==> src/rtl/fsw_pkg.sv <==
// Shared constants and state type for the clock-ratio switch sequencer.
// Assumes a 24-bit configuration address space and the fixed bit layout
// of the power control and power status registers.
package fsw_pkg;
    localparam logic [23:0] CTRL_ADDR   = 24'h0AA001;
    localparam logic [23:0] STAT_ADDR   = 24'h408001;
    localparam int          LO_SEL_BIT  = 31;
    localparam int          SPD_LSB     = 17;
    localparam int          RCVD_BIT    = 61;
    localparam int          CMPL_BIT    = 60;
    localparam int          CUR_SPD_LSB = 56;

    typedef enum logic [2:0] {
        ST_IDLE,
        ST_CLR_HI,
        ST_CLR_LO,
        ST_SET_LO,
        ST_POLL,
        ST_WAIT,
        ST_QUERY
    } fsw_state_e;
endpackage

==> src/rtl/fsw_status_eval.sv <==
// Decides whether one status read confirms the requested speed.
// Assumes the caller passes the received/completed flags, the reported
// speed bits and the low two speed-request bits of the target word.
module fsw_status_eval (
    input  logic       rcvd_i,
    input  logic       cmpl_i,
    input  logic [1:0] cur_spd_i,
    input  logic [1:0] req_spd_i,
    output logic       pass_o
);
    // Pass on accepted-and-matching, or on completed.
    always_comb pass_o = (!rcvd_i && (cur_spd_i == req_spd_i)) || cmpl_i;
endmodule

==> src/rtl/fsw_mode_match.sv <==
// Finds the lowest table index whose speed request equals the reported
// speed; returns NUM_MODES when no entry matches. Purely combinational.
module fsw_mode_match #(
    parameter int NUM_MODES = 2,
    parameter int IDX_W     = 2,
    parameter logic [NUM_MODES*32-1:0] MODE_TABLE = '0
) (
    input  logic [1:0]       cur_spd_i,
    output logic [IDX_W-1:0] idx_o
);
    // Scan from the top down so the lowest matching index wins.
    always_comb begin
        idx_o = IDX_W'(NUM_MODES);
        for (int i = NUM_MODES - 1; i >= 0; i--) begin
            if (MODE_TABLE[i*32 + fsw_pkg::SPD_LSB +: 2] == cur_spd_i)
                idx_o = IDX_W'(i);
        end
    end
endmodule

==> src/rtl/fsw_poll_timer.sv <==
// Down-counter for the idle gap between status polls. Loading starts a
// window of WAIT_CYC cycles; expired_o is high in its last cycle and when idle.
module fsw_poll_timer #(
    parameter int WAIT_CYC = 1
) (
    input  logic clk,
    input  logic rst_n,
    input  logic load_i,
    output logic expired_o
);
    localparam int CNT_W = $clog2(WAIT_CYC + 1);
    logic [CNT_W-1:0] cnt;

    // Reload on request, otherwise count down to zero and stop.
    always_ff @(posedge clk) begin
        if (!rst_n)             cnt <= '0;
        else if (load_i)        cnt <= CNT_W'(WAIT_CYC - 1);
        else if (cnt != '0)     cnt <= cnt - 1'b1;
    end

    always_comb expired_o = (cnt == '0);
endmodule

==> src/rtl/fswitch_seq.sv <==
// Clock-ratio switch sequencer. It writes clear-high, clear-low and
// set-low to the power control register, then polls the power status
// register with a bounded retry count and a fixed wait between polls.
// It also offers a one-read speed query. Assumes a request/acknowledge
// port where the slave answers every request with a one-cycle ack.
module fswitch_seq #(
    parameter int NUM_MODES    = 2,
    parameter logic [NUM_MODES*32-1:0] MODE_TABLE = {32'h0003_0000, 32'h0001_0000},
    parameter int MAX_POLLS    = 10,
    parameter int CLK_HZ       = 125_000_000,
    parameter int POLL_WAIT_US = 100,
    parameter int ADDR_W       = 24,
    parameter int IDX_W        = $clog2(NUM_MODES + 1)
) (
    input  logic              clk,
    input  logic              rst_n,
    input  logic              start_i,
    input  logic [IDX_W-1:0]  mode_i,
    input  logic              query_i,
    output logic              busy_o,
    output logic              done_o,
    output logic [IDX_W-1:0]  cur_mode_o,
    output logic [IDX_W-1:0]  query_idx_o,
    output logic              timeout_o,
    output logic              reg_req_o,
    output logic              reg_we_o,
    output logic [ADDR_W-1:0] reg_addr_o,
    output logic [31:0]       reg_wdata_o,
    input  logic              reg_ack_i,
    input  logic [63:0]       reg_rdata_i
);
    import fsw_pkg::*;

    localparam int WAIT_RAW = (CLK_HZ / 1_000_000) * POLL_WAIT_US;
    localparam int WAIT_CYC = (WAIT_RAW < 1) ? 1 : WAIT_RAW;
    localparam int PCNT_W   = $clog2(MAX_POLLS + 1);

    fsw_state_e        state;
    logic [IDX_W-1:0]  tgt;
    logic [PCNT_W-1:0] pcnt;
    logic [31:0]       tgt_word;
    logic              poll_pass;
    logic              poll_last;
    logic              poll_retry;
    logic              wait_done;
    logic              mode_ok;
    logic [IDX_W-1:0]  scan_idx;
    logic              rdata_unused;

    assign rdata_unused = ^{reg_rdata_i[63:62], reg_rdata_i[59:58], reg_rdata_i[55:0]};

    // Look up the table word of the latched target mode.
    always_comb begin
        tgt_word = '0;
        for (int i = 0; i < NUM_MODES; i++)
            if (tgt == IDX_W'(i)) tgt_word = MODE_TABLE[i*32 +: 32];
    end

    fsw_status_eval u_eval (
        .rcvd_i    (reg_rdata_i[RCVD_BIT]),
        .cmpl_i    (reg_rdata_i[CMPL_BIT]),
        .cur_spd_i (reg_rdata_i[CUR_SPD_LSB +: 2]),
        .req_spd_i (tgt_word[SPD_LSB +: 2]),
        .pass_o    (poll_pass)
    );

    fsw_mode_match #(
        .NUM_MODES  (NUM_MODES),
        .IDX_W      (IDX_W),
        .MODE_TABLE (MODE_TABLE)
    ) u_match (
        .cur_spd_i (reg_rdata_i[CUR_SPD_LSB +: 2]),
        .idx_o     (scan_idx)
    );

    // Decode poll outcome and start-acceptance conditions.
    always_comb begin
        mode_ok    = (mode_i < IDX_W'(NUM_MODES));
        poll_last  = (pcnt == PCNT_W'(MAX_POLLS - 1));
        poll_retry = (state == ST_POLL) && reg_ack_i && !poll_pass && !poll_last;
    end

    fsw_poll_timer #(.WAIT_CYC(WAIT_CYC)) u_timer (
        .clk       (clk),
        .rst_n     (rst_n),
        .load_i    (poll_retry),
        .expired_o (wait_done)
    );

    // Main sequencer: write sequence, bounded poll loop and query.
    always_ff @(posedge clk) begin
        if (!rst_n) begin
            state       <= ST_IDLE;
            tgt         <= '0;
            pcnt        <= '0;
            cur_mode_o  <= '0;
            query_idx_o <= '0;
            timeout_o   <= 1'b0;
            done_o      <= 1'b0;
        end else begin
            done_o <= 1'b0;
            case (state)
                ST_IDLE: begin
                    if (start_i && mode_ok) begin
                        tgt       <= mode_i;
                        pcnt      <= '0;
                        timeout_o <= 1'b0;
                        state     <= ST_CLR_HI;
                    end else if (query_i) begin
                        state <= ST_QUERY;
                    end
                end
                ST_CLR_HI: if (reg_ack_i) state <= ST_CLR_LO;
                ST_CLR_LO: if (reg_ack_i) state <= ST_SET_LO;
                ST_SET_LO: if (reg_ack_i) state <= ST_POLL;
                ST_POLL: begin
                    if (reg_ack_i) begin
                        if (poll_pass || poll_last) begin
                            timeout_o  <= !poll_pass;
                            cur_mode_o <= tgt;
                            done_o     <= 1'b1;
                            state      <= ST_IDLE;
                        end else begin
                            pcnt  <= pcnt + 1'b1;
                            state <= ST_WAIT;
                        end
                    end
                end
                ST_WAIT: if (wait_done) state <= ST_POLL;
                ST_QUERY: begin
                    if (reg_ack_i) begin
                        query_idx_o <= scan_idx;
                        done_o      <= 1'b1;
                        state       <= ST_IDLE;
                    end
                end
                default: state <= ST_IDLE;
            endcase
        end
    end

    // Drive the register port from the current state.
    always_comb begin
        busy_o      = (state != ST_IDLE);
        reg_req_o   = (state != ST_IDLE) && (state != ST_WAIT);
        reg_we_o    = (state == ST_CLR_HI) || (state == ST_CLR_LO) || (state == ST_SET_LO);
        reg_addr_o  = reg_we_o ? ADDR_W'(CTRL_ADDR) : ADDR_W'(STAT_ADDR);
        reg_wdata_o = '0;
        if (state == ST_CLR_LO) reg_wdata_o[LO_SEL_BIT] = 1'b1;
        if (state == ST_SET_LO) reg_wdata_o = tgt_word | (32'd1 << LO_SEL_BIT);
    end
endmodule

==> config.mk <==
export PLATFORM = sky130hd
export DESIGN_NAME = fswitch_seq
export DESIGN_NICKNAME = d
export VERILOG_FILES = /design/src/rtl/fsw_pkg.sv /design/src/rtl/fsw_status_eval.sv /design/src/rtl/fsw_mode_match.sv /design/src/rtl/fsw_poll_timer.sv /design/src/rtl/fswitch_seq.sv
export SDC_FILE = /design/constraint.sdc
export NUM_CORES = 1
export LEC_CHECK = 0
export BUFFER_PORTS_ARGS = -buffer_cell sky130_fd_sc_hd__clkbuf_2
export CAP_MARGIN = 25
export CORE_ASPECT_RATIO = 0.7
export CORE_MARGIN = 10
export CORE_UTILIZATION = 40
export CTS_CLUSTER_SIZE = 8
export DETAILED_ROUTE_END_ITERATION = 10
export PLACE_DENSITY = 0.78
export SLEW_MARGIN = 0
export SYNTH_ARGS = -nofsm -noshare
export SYNTH_HDL_FRONTEND = slang
export SYNTH_SLANG_ARGS = --single-unit
==> constraint.sdc <==
create_clock -name clk -period 2.7 [get_ports clk]
set_clock_uncertainty 0.15 [all_clocks]
set_input_delay 0.54 -clock clk [delete_from_list [all_inputs] [get_ports clk]]
set_output_delay 0.54 -clock clk [all_outputs]
set_load 0.02 [all_outputs]
# Word level (Yosys, flattened, before mapping)
# Cells that the tools add are included.
# word_totals
ff_bits	29
input_bits	71
output_inout_bits	65
elab_cells	93
# op_classes
n_addsub	2
magnitude_cmp	1
n_eq_ne	21
muxes	31
bitwise_logic	1
reduce_logical	28
# op_table
op	count
2-to-1 mux 32 bit	1
2-to-1 mux 14 bit	2
2-to-1 mux 3 bit	9
2-to-1 mux 23 bit	1
one-hot mux 3 bit (7 select lines)	1
2-to-1 mux 18 bit	1
2-to-1 mux 17 bit	1
logical NOT 14 bit	1
!= test 2 bit, second input constant	7
nonzero test 14 bit	1
subtractor 14 x 1 -> 14 bit, second input constant	1
2-to-1 mux 4 bit	3
equality test 3 bit, second input constant	3
one-hot mux 4 bit (2 select lines)	1
AND reduction 4 bit	2
2-to-1 mux 1 bit	7
AND reduction 7 bit	1
equality test 3 x 2 -> 1 bit, second input constant	2
logical AND 1 bit	6
!= test 3 bit, second input constant	2
adder 4 x 1 -> 4 bit, second input constant	1
equality test 4 bit, second input constant	1
logical NOT 2 bit	2
logical OR 1 bit	4
16 further kinds	23

# Longest topological paths before layout
# depth
word_depth	10
depth_mapped	8
mapped_depth_nobuf	7

# Modules after synthesis
# Synthesis repeated with hierarchy kept, for this count alone.
# hier_totals
cells_unflattened	250
hier_area_um2	2120.8
# by_module_without_submodules
mod	instances	cells_each	area_each_um2	seq_area_each_um2
fswitch_seq	1	155	1262.5	300.3
fsw_poll_timer	1	89	814.5	280.3
fsw_status_eval	1	4	33.8	0.0
fsw_mode_match	1	2	10.0	0.0

# Least setup slack after synthesis
# Ideal clock, no wire load.
# synth_path
path_type	register to output
start	register state[1]
end	output reg_wdata_o[17]
t_arrival_ns	1.568
required_ns	2.010
slack_ns	0.442
stages_incl_launch_ff	5
n_path_buf	1
path_cell_list	dfxtp_1 clkbuf_1 nor2b_1 and3b_1 and2_1
# synth_between
elab_chain_cells	2
# synth_lines
item	line_no	text
from (decl)	fswitch_seq.sv:38	fsw_state_e state;
from (signal assigned)	fswitch_seq.sv:93	state <= ST_IDLE;
from (signal assigned)	fswitch_seq.sv:108	state <= ST_CLR_HI;
from (signal assigned)	fswitch_seq.sv:110	state <= ST_QUERY;
equality test 3 x 2 -> 1 bit	fswitch_seq.sv:150	if (state == ST_SET_LO) reg_wdata_o = tgt_word | (32'd1 << LO_SEL_BIT);
2-to-1 mux 32 bit	fswitch_seq.sv:150	
to (decl)	fswitch_seq.sv:28	output logic [31:0] reg_wdata_o,
# Every way passes these cells.

# Final worst setup path
# layout_path
start	register u_timer.cnt[0]
end	register u_timer.cnt[4]
# layout_between
elab_chain_cells	3
elab_cells_between_ends	5
classes_between	add/sub: 1; mux: 2; reduce/logical: 2
# layout_lines
item	line_no	text
from (decl)	fsw_poll_timer.sv:12	logic [CNT_W-1:0] cnt;
from (signal assigned)	fsw_poll_timer.sv:17	else if (load_i) cnt <= CNT_W'(WAIT_CYC - 1);
from (signal assigned)	fsw_poll_timer.sv:18	else if (cnt != '0) cnt <= cnt - 1'b1;
subtractor 14 x 1 -> 14 bit	fsw_poll_timer.sv:18	
2-to-1 mux 14 bit	fsw_poll_timer.sv:18	
2-to-1 mux 14 bit	fsw_poll_timer.sv:17	
# Several ways; a longest one is shown, not always the timed one. The select of a mux whose other input is x is not followed.
# A chain may end at the register's enable or synchronous reset.

==> out/metrics.yaml <==
synth_flop_cell: "dfxtp_1"
gp_congestion: 0.814
irDropWorstVdd_v: 0.000322
synth.top_cell.area_share_pct: 29.0
die_h_microns: 79.2
slew_violations: 0
r2r-end: "u_timer.cnt[4]"
worst_setup_path_start_kind: "register"
cp-end-kind: "register"
grt_pass1_wl_mm: 7.13
postSynthRegisterBits: 29
ys_warn_count: 0
grt_max_degree: 21
synth_area_sq_um: 2000
core_sq_um: 4810
port_buffers: 26
hold_viol_final: 0
critPathRequiredTime_ps: 2700
grt-ovfl-total: 0
cts_setup_buffers: 0
vias_per_cell: 4.60
reg2reg_slack_ps: 390
rsz0062_at_grt: "false"
seqCellArea_sq_um: 581
antenna_found_initial: 0
r2r-start: "u_timer.cnt[0]"
maxSlewHeadroom_pct: 51.4
wl_per_cell_microns: 12.9
hp-start: "query_idx_o[0]"
io_pins: 136
synthTopCellsByArea: "dfxtp_1 (29%), buf_4 (20%), nand2_1 (4.1%), xor2_1 (3.9%), nor2_1 (3.6%)"
crit_path_max_incr_delay_ps: 510
path_max_fanout: 8
clock_latency_ps: 280
clk_pin_slew_ps: 60
seq_area_frac_synth_pct: 29.0
cts_root_buf: "clkbuf_8"
ctsHoldBuffers: 0
start_util_pct: 41.6
dieArea_sq_um: 8280
fin_tns_setup_ps: 0
cts-buffers-inserted: 5
finalSetupViolCount: 0
cap_violations: 0
syn_area_per_cell_sq_um: 8.13
vias: 1545
clock_path_buffers: 2
async_flop_share_pct: 0
path_buf_inv: 1
min_to: "query_idx_o[0]"
drt-pass1-iter-count: 4
num_antenna_cells: 0
hold_class: "reg -> reg"
drc: 0
multi_input_area_sq_um: 1150
yosysUniqueCellTypes: 49
layout_min_cycle_time_ps: 2310
worstMarginPinSlew_ps: 723
wirelength_mm: 4.32
max_freq_mhz: 433
h-tree-depth: 2
ff2ff_path_depth: 7
layout_setup_ws_ps: 390
finalCritPeriodShare_pct: 85.5
syn_inst: 246
nets: 342
ant_nets: 0
hpwl_mm: 3.31
cts_tree: "built"
arrival_ps: 2310
pre_cts_slack_ps: 419
placementRows: 21
die_w_microns: 105
area_growth_syn_to_layout_pct: 3.56
crit_family: "simple AND/OR/NAND/NOR gates"
grt_pass1_vias: 1505
p_per_area_nw_per_um2: 1120
grt_use_total_pct: 10.2
num-fill-cells: 498
synth-edff-count: 0
outcome: "finished clean"
cts_resized: 0
crit_slowest_cell: "nor3b_1"
clock-sinks: 29
drtIter0Drc: 63
whs_path_depth: 2
final_layout_size_suffix_gt1_share_pct: 15.4
crit_type: "reg -> reg"
synth_top_area_cell: "dfxtp_1"
p_leak_nw: 0.946
crit_chain: "inv_1 > ha_1 > nor3b_1 > nand4_1 > nand3b_1 > xor2_1 > a21oi_1"
==> cell type report <==
cell class / count / share of cell area (%)
inverters: 5 / 0.906
well taps: 69 / 4.17
repair buffers: 29 / 7.37
multi-input cells: 197 / 55.4
flip-flops and latches: 29 / 28.0
clock buffers: 7 / 4.17
==> layer usage <==
metal	share of wire (%)	up-vias	track usage, %
met5	0	-	0
met2	44	52	16.5
met4	1.3	0	3.74
met3	8.3	9	4.76
met1	46	704	11.7
li1	-	780	-
==> registers in the layout, summed over array words and instances (netlist names) <==
register	cells
u_timer.cnt	14
query_idx_o	2
cur_mode_o	2
state	3
tgt	2
done_o	1
pcnt	4
timeout_o	1
==> cells in the mapped netlist (2+ instances only) <==
master    instances
and3b_1           2
dfxtp_1          29
nor3b_1           2
o21ai_0           8
nand2b_1          3
nand4b_1          4
nor2b_1           7
o211ai_1          3
nand4_1           2
mux2i_1           5
a211o_1           2
buf_4            52
inv_1             5
nand3b_1          3
xnor2_1           3
clkbuf_1          8
ha_1              4
conb_1            2
nand2_1          22
nor2_1           19
xor2_1            9
or3b_2            2
a21oi_1          13
buf_2             2
or3_1             2
nand3_1           9
nor3_1            2
==> cells by family (layout without fill, tap and decap cells) <==
group / count (synthesis) / after routing / share of synthesized area, %
and+or+nand+nor: 87 / 87 / 24.1
buffers and inverters: 67 / 41 / 22.5
AOI/OAI and AO/OA: 40 / 40 / 13.8
DFF: 29 / 29 / 29.0
xor gates and xnor gates: 12 / 12 / 5.25
muxes: 5 / 5 / 2.50
adders and majority gates: 4 / 4 / 2.50
other: 2 / 49 / 0.375
==> worst reg2reg max path, cell delays in order, from the launching register on <==
cell,delay (ps)
dfxtp_1,330
inv_1,80
ha_1,140
nor3b_1,510
nand4_1,490
nand3b_1,240
xor2_1,160
a21oi_1,80
==> per-stage QoR <==
stage	area, sq um	util [%]	hold slack (ps)	std cells	total power (W)
after global placement	1990	41.3	293	329	0.00194
after CTS	2070	43.1	301	336	0.00234
final	2070	43.1	297	336	0.00233
after detailed placement	1990	41.3	294	329	0.00197
after floorplan	2180	-	303	293	0.00179
after global routing	2070	43.1	330	336	0.00254
==> worst max path at each step <==
stage	start	end	slack, ps	cells after the start
after detailed placement	u_timer.cnt[0]	u_timer.cnt[4]	420	7
after global routing	u_timer.cnt[0]	u_timer.cnt[4]	110	7
after floorplan	state[1]	reg_wdata_o[17]	440	4
after CTS	u_timer.cnt[0]	u_timer.cnt[4]	390	7
after global placement	reg_ack_i	pcnt[3]	420	6
final	u_timer.cnt[0]	u_timer.cnt[4]	390	7
==> power by group <==
part           internal, W  switching, W  leakage [nW]
Combinational     0.000497      0.000770         0.665
Sequential        0.000558      0.000147         0.237
Clock             0.000201      0.000156        0.0443
Total              0.00126       0.00107         0.946
==> placed cells by master (no fill, tap or decap), types with 6 or more instances in the layout <==
cell,count
dfxtp_1,29
xor2_1,9
o21ai_0,8
clkbuf_2,26
nor2b_1,7
nand3_1,9
conb_1,49
a21oi_1,13
nor2_1,19
clkbuf_8,6
nand2_1,22
(Power assumes the default switching activity.)
